[config.mk]
export PLATFORM = sky130hd
export DESIGN_NAME = xcvr_mode_ctrl
export DESIGN_NICKNAME = d
export VERILOG_FILES = /design/src/rtl/xcvr_mode_ctrl.sv
export SDC_FILE = /design/constraint.sdc
export NUM_CORES = 1
export LEC_CHECK = 0
export BUFFER_PORTS_ARGS = -buffer_cell sky130_fd_sc_hd__buf_2
export CAP_MARGIN = 10
export CORE_UTILIZATION = 55
export CTS_CLUSTER_SIZE = 12
export DETAILED_ROUTE_END_ITERATION = 10
export GPL_TIMING_DRIVEN = 0
export PLACE_DENSITY = 0.79
export SETUP_SLACK_MARGIN = 0.02
export SKIP_LAST_GASP = 1
export SYNTH_ARGS = -nofsm -noshare
export SYNTH_HDL_FRONTEND = slang
export SYNTH_SLANG_ARGS = --single-unit
[constraint.sdc]
create_clock -name clk -period 2.9 [get_ports clk]
set_input_delay 0.29 -clock clk [delete_from_list [all_inputs] [get_ports clk]]
set_output_delay 0.29 -clock clk [all_outputs]
set_load 0.01 [all_outputs]
[src/rtl/xcvr_mode_ctrl.sv]
module xcvr_mode_ctrl #(
  parameter int EN_CYC  = 400,
  parameter int DIS_CYC = 1000
) (
  input  logic       clk,
  input  logic       rst_n,
  input  logic       supply_low,
  input  logic       en_pin,
  input  logic       wake_stb,
  input  logic       wake_local,
  output logic [1:0] mode,
  output logic       inh_on,
  output logic       xcvr_on,
  output logic [1:0] term_sel,
  output logic [1:0] rx_drive,
  output logic       tx_pd_strong
);
  localparam int MAXC = (EN_CYC > DIS_CYC) ? EN_CYC : DIS_CYC;
  localparam int CW   = $clog2(MAXC + 1);
  localparam logic [CW-1:0] EN_LAST  = CW'(EN_CYC - 1);
  localparam logic [CW-1:0] DIS_LAST = CW'(DIS_CYC - 1);

  typedef enum logic [1:0] {M_OFF = 2'd0, M_STBY = 2'd1, M_NORM = 2'd2, M_SLEEP = 2'd3} mode_t;
  localparam logic [1:0] T_FLOAT = 2'd0, T_RES = 2'd1, T_CSRC = 2'd2;
  localparam logic [1:0] RX_FLOAT = 2'd0, RX_DATA = 2'd1, RX_LOW = 2'd2;

  mode_t          st, st_nx;
  logic [CW-1:0]  cnt;
  logic           wk_q, loc_q, rel_q;
  logic           want, done, woke;

  assign want = (st == M_NORM) ? !en_pin : en_pin;
  assign done = want && (cnt == ((st == M_NORM) ? DIS_LAST : EN_LAST));
  assign woke = wake_stb && ((st == M_SLEEP) || (st == M_NORM && !en_pin));

  always_comb begin
    st_nx = st;
    if (supply_low) st_nx = M_OFF;
    else begin
      case (st)
        M_OFF:   st_nx = M_STBY;
        M_STBY:  if (done) st_nx = M_NORM;
        M_SLEEP: if (woke) st_nx = M_STBY; else if (done) st_nx = M_NORM;
        M_NORM:  if (woke) st_nx = M_STBY; else if (done) st_nx = M_SLEEP;
        default: st_nx = M_OFF;
      endcase
    end
  end

  always_ff @(posedge clk or negedge rst_n) begin
    if (!rst_n) begin
      st <= M_OFF;
      cnt <= '0;
      wk_q <= 1'b0;
      loc_q <= 1'b0;
      rel_q <= 1'b0;
    end else begin
      st <= st_nx;
      if (st_nx != st || !want || st == M_OFF) cnt <= '0;
      else if (cnt != CW'(MAXC)) cnt <= cnt + 1'b1;
      if (st_nx == M_STBY && st != M_STBY) begin
        wk_q  <= woke;
        loc_q <= woke && wake_local;
        rel_q <= 1'b0;
      end else if (st == M_STBY && en_pin) begin
        rel_q <= 1'b1;
      end
    end
  end

  logic held;
  assign held = (st == M_STBY) && !(rel_q || en_pin);

  assign mode         = st;
  assign inh_on       = (st == M_STBY) || (st == M_NORM);
  assign xcvr_on      = (st == M_NORM);
  assign term_sel     = (st == M_OFF) ? T_FLOAT : (st == M_SLEEP) ? T_CSRC : T_RES;
  assign rx_drive     = (st == M_NORM) ? RX_DATA : (held && wk_q) ? RX_LOW : RX_FLOAT;
  assign tx_pd_strong = held && loc_q;

  assert_unpowered_R1: assert property (@(posedge clk) disable iff (!rst_n)
    supply_low |=> (mode == 2'd0 && !inh_on && term_sel == 2'd0 && rx_drive == 2'd0 && !tx_pd_strong));

  assert_powerup_R2: assert property (@(posedge clk) disable iff (!rst_n)
    (mode == 2'd0 && !supply_low) |=> (mode == 2'd1 && inh_on && rx_drive == 2'd0 && !tx_pd_strong));

  assert_sleep_wake_R3: assert property (@(posedge clk) disable iff (!rst_n)
    (mode == 2'd3 && wake_stb && !supply_low) |=> (mode == 2'd1 && (en_pin || rx_drive == 2'd2)));

  assert_stby_hold_R4: assert property (@(posedge clk) disable iff (!rst_n)
    (mode == 2'd1 && !supply_low && !en_pin) |=> (en_pin || ($stable(rx_drive) && $stable(tx_pd_strong))));

  assert_norm_entry_R5: assert property (@(posedge clk) disable iff (!rst_n)
    (mode != 2'd2) |=> (mode != 2'd2 || $past(en_pin)));

  assert_release_R6: assert property (@(posedge clk) disable iff (!rst_n)
    (mode == 2'd1 && en_pin) |-> (rx_drive == 2'd0 && !tx_pd_strong));

  assert_sleep_entry_R7: assert property (@(posedge clk) disable iff (!rst_n)
    (mode == 2'd2) |=> (mode != 2'd3 || !$past(en_pin)));

  assert_norm_pins_R9: assert property (@(posedge clk) disable iff (!rst_n)
    (mode == 2'd2) |-> (xcvr_on && inh_on && term_sel == 2'd1 && rx_drive == 2'd1));
endmodule

# Word-level counts from Yosys, hierarchy flattened
# Cells that the tools add are included.
# word_totals
reg_bits,15
in_bits,6
output_inout_bits,9
# classes
n_reduce_logical,20
addsub,1
n_eq_ne,8
n_mux,16
# ops
operator,count
10-bit 2-to-1 mux,3
2-bit 2-to-1 mux,9
10-bit by 1-bit adder with 10-bit output (second input constant),1
10-bit equality test,1
10-bit != test (second input constant),1
1-bit logical AND,9
2-bit one-hot mux with 4 select lines,1
1-bit logical OR,5
2-bit by 1-bit equality test with 1-bit output (second input constant),2
2-bit equality test (second input constant),2
2-bit nonzero test,2
1-bit logical NOT,3
1-bit 2-to-1 mux,3
2-bit logical NOT,1
2-bit by 1-bit != test with 1-bit output (second input constant),1
2-bit != test,1

# Longest topological paths before layout
# depth
word_depth,12
mapped_depth,9

# Worst setup path before layout
# OpenSTA, ideal clock, no wires.
# synth_timing
path_kind,register to register
from,register st[0] (netlist: mode[0])
to,register cnt[0]
arrival_time_ns,2.357
setup_ns,0.143
required_time_ns,2.757
stages_incl_launch_ff,8
setup_slack_ns,0.400
path_cell_list,dfrtp_1 -> inv_1 -> ha_1 -> ha_1 -> o211a_1 -> or4b_2 -> o211ai_2 -> a211oi_1
# synth_via
elab_chain_len,12
elab_cells_between_ends,23
# synth_lines
item,line,source
from (decl),27,"mode_t st, st_nx;"
from (signal assigned),58,st <= st_nx;
2-bit equality test (*),-,
net xcvr_on,13,"output logic xcvr_on,"
10-bit 2-to-1 mux,33,assign done = want && (cnt == ((st == M_NORM) ? DIS_LAST : EN_LAST));
10-bit equality test,33,
1-bit logical AND,33,
2-bit 2-to-1 mux (on tied branches),"44, 42, 43",
2-bit 2-to-1 mux (on tied branches),"44, 43",
2-bit one-hot mux with 4 select lines,40,case (st)
2-bit 2-to-1 mux,38,if (supply_low) st_nx = M_OFF;
2-bit != test,59,if (st_nx != st || !want || st == M_OFF) cnt <= '0;
1-bit logical OR (*) (2 in a row),59,
10-bit 2-to-1 mux / 2-bit nonzero test (equally long branches),-,
to (signal assigned),60,else if (cnt != CW'(MAXC)) cnt <= cnt + 1'b1;
to (decl),28,logic [CW-1:0] cnt;
# The timed path passes the listed nets; every way through them passes the cells marked *.
# A chain may end at the register's enable or synchronous reset.

# Final worst setup path
# layout_timing
from,register st[0] (netlist: mode[0])
to,register cnt[6]
# layout_via
elab_chain_len,12
elab_cells_between_ends,23
# layout_lines
item,line
2-bit equality test,-
10-bit 2-to-1 mux,33
10-bit equality test,33
1-bit logical AND,33
2-bit 2-to-1 mux (on tied branches),"44, 42, 43"
2-bit 2-to-1 mux (on tied branches),"44, 43"
2-bit one-hot mux with 4 select lines,40
2-bit 2-to-1 mux,38
2-bit != test,59
1-bit logical OR,59
1-bit logical OR (*),59
10-bit 2-to-1 mux / 2-bit nonzero test (equally long branches),-
# Mark *: on every way between the ends. The rest lies on a longest branch, timed or not.

==> results.toml <==
[final_layout]
fin_cells = 148
layout.nets = 137
syn2layout_area_growth_pct = 14.5
fin_area_mm2 = 0.00116
fillers = 150
final-seq-area_um2 = 375
multi_input_area_um2 = 593
final_layout_size_suffix_gt1_share_pct = 22.0
antenna_cells = 0

[synthesis]
netlist_instances = 104
ys.flop_type = "dfrtp_1"
yosys-top-cells-count = "dfrtp_1, a211oi_1"
synth_nets = 117
ys_warn_count = 0
ys_seq_elements = 15
synth.distinct_cells = 37
yosys-top-cells-area = "dfrtp_1, ha_1, a211oi_1"
syn_area_mm2 = 0.00101
synth_top_cell_by_area = "dfrtp_1"
avgSynthCellArea_um2 = 9.73
synth_top_area_share_pct = 37.1
async_reset_ff_share_pct = 100
ys_seq_area_share_pct = 37.1
yosysMostFrequentCell = "dfrtp_1"
synth_edf_count = 0

[clock_tree]
cts_buffers = 3
worst_skew_pair.late_latency_ns = 0.28
post_cts_buffers = 0
cts.path.max_buffers = 2
cts_sinks = 15
clk_pin_slew_ns = 0.08
root_buffer = "clkbuf_4"
cts_htree_levels = 1
cts_tree = "yes"

[global_route]
grt_use_total_pct = 24.3
antenna_found_initial = 0
grt_pass1_wl_mm = 3.46
grt_pass1_vias = 769
overflow = 0
grt_max_degree = 16

[setup_path]
cp_slowest_cell = "or4b_2"
arrival_ns = 2.83
crit_type = "reg -> reg"
cp-startpoint = "mode[0]"
r2r_end = "cnt[6]"
cpPeakStageDelay_ns = 0.66
crit_path_end = "cnt[6]"
r2r-start = "mode[0]"
cp_num_buf_inv = 1
crit_required_ns = 3.04
ff2ff_setup_slack_ns = 0.21
worst-path-stages = 7
worstPathCellList = "inv_1, ha_1, ha_1, o211a_1, or4b_2, o211ai_4, a211oi_1"
crit_path_frequent_cell = "ha_1"
crit_path_end_kind = "flop"
critPathTopFamily = "compound AO/OA/AOI/OAI gates"
r2r.worst_path.cells = 7
cp_max_fo = 10
worstSetupStartpointType = "flop"

[pwr]
powerDensity_mw_per_mm2 = 358
total_power_uw = 415
p_int_uw = 297
pwr-share-comb_pct = 18.0
p_sw_uw = 118
clkPwrFrac_pct = 28.6
p_leak_nw = 0.509
vdd_ir_drop_max_mv = 0.317
pwr-share-seq_pct = 53.3
switching_share_pct = 28.5

[sta]
clock_skew_ns = 0.00178
rsz0062_at_grt = "false"
report.final.slew_viol_count = 0
finalHoldViolCount = 0
hold_slack_ns = 0.251
setup_tns_ns = 0
fmax_mhz = 372
tightest_slew_ns = 0.536
fin_crit_sh_pct = 92.6
fin_crit_ns = 2.69
relSlewSlack_pct = 63.8
setup_viol_count_final = 0

[floorplan]
die_height_um = 44.9
initial_core_util_pct = 58.6
coreArea_mm2 = 0.00173
ios = 15
die_w_um = 44.9
die_area_mm2 = 0.00202
rows = 15

[place]
placedCellCount = 143
finalWeightedCongestion = 0.880
port_buffers = 14
hpwl_mm = 1.55
place_area_mm2 = 0.00111

[detailed_routing]
drc = 0
first_pass_iters = 4
wl_mm = 2.13
vias_per_cell = 6.02
vias = 891
antenna_left = 0
drtIter0Drc = 21
wl_per_cell_um = 14.4

[run]
maxCapViolCount = 0

[worst_hold_path]
worst_hold_startpoint = "wake_local"
holdCritPathClass = "in -> reg"

[run_status]
status = "complete, no violations"
[worst reg2reg max path, delay by kind of cell (launching register included)]
| family | cells | cell delay [ns] |
|---|---|---|
| AOI/OAI and AO/OA | 3 | 0.73 |
| adders and majority gates | 2 | 0.54 |
| buffers and inverters | 1 | 0.13 |
| DFF | 1 | 0.46 |
| and+or+nand+nor | 1 | 0.66 |
[sequential cells by signal (all words and copies together) (netlist names)]
name   count
mode       2
cnt       10
loc_q      1
wk_q       1
rel_q      1
[stage by stage]
step	util [%]	setup slack, ns
CTS	66.6	0.153
global placement	64.5	0.235
finish	67.1	0.215
global route	67.1	0.0323
detailed placement	64.5	0.190
floorplan	-	0.400
[cells by family (layout without fill, tap and decap cells)]
family | after synthesis | in the layout | synth area share (%)
buffers and inverters | 11 | 30 | 5.19
AO/OA/AOI/OAI | 25 | 25 | 20.3
XOR/XNOR | 8 | 8 | 6.92
multiplexers | 1 | 1 | 0.989
AND/OR/NAND/NOR | 37 | 37 | 20.9
flip-flops | 15 | 15 | 37.1
adder cells (fa/ha/maj) | 7 | 7 | 8.65
[layout make-up]
cell class | count | area share [%]
plain buffers | 4 | 2.27
clock buffers | 4 | 2.27
inverters | 7 | 2.27
multi-input cells | 78 | 51.2
flip-flops and latches | 15 | 32.4
well taps | 25 | 2.70
repair buffers | 15 | 6.91
[power groups by stage]
stage	registers (mW)	logic [mW]	clock network, mW
after floorplan	0.225	0.0475	0
after global placement	0.225	0.0702	0
final	0.221	0.0747	0.119
after global routing	0.222	0.0842	0.126
after detailed placement	0.225	0.0712	0
after CTS	0.221	0.0732	0.122
[worst min-delay path by stage]
| stage | endpoint | slack [ns] | cells past startpoint |
|---|---|---|---|
| 2_1_floorplan | cnt[0] | -0.006 | 0 |
| 3_3_place_gp | mode[1] | 0.21 | 1 |
| 3_5_place_dp | rel_q | 0.21 | 1 |
| 4_1_cts | loc_q | 0.25 | 2 |
| 5_1_grt | loc_q | 0.26 | 2 |
| 6_report | loc_q | 0.25 | 2 |
[per-layer routing]
metal	GRT usage, %	vias up	wire length, um
met4	10.9	0	32
met2	38.8	16	1020
met1	32.7	438	1020
li1	-	433	-
met3	3.60	4	64
met5	0	-	0
[cells in the final DEF (no fill, tap or decap), types with 2 or more instances in the layout]
master	n
clkbuf_4	3
a21oi_1	5
and4b_1	2
xor2_1	6
buf_2	14
buf_4	3
ha_1	7
nand2_1	7
a211oi_1	10
nor4_1	2
nor3_1	3
xnor2_1	2
nand3_1	3
dfrtp_1	15
inv_1	7
nor2_1	7
nand4_1	3
[what timing repair did]
action                                  CTS  global route
hold buffers                              1             0
endpoints found under the hold margin    15             0
resized for setup                         0             1
endpoints found under the setup margin    0             1
(Power assumes the default switching activity.)
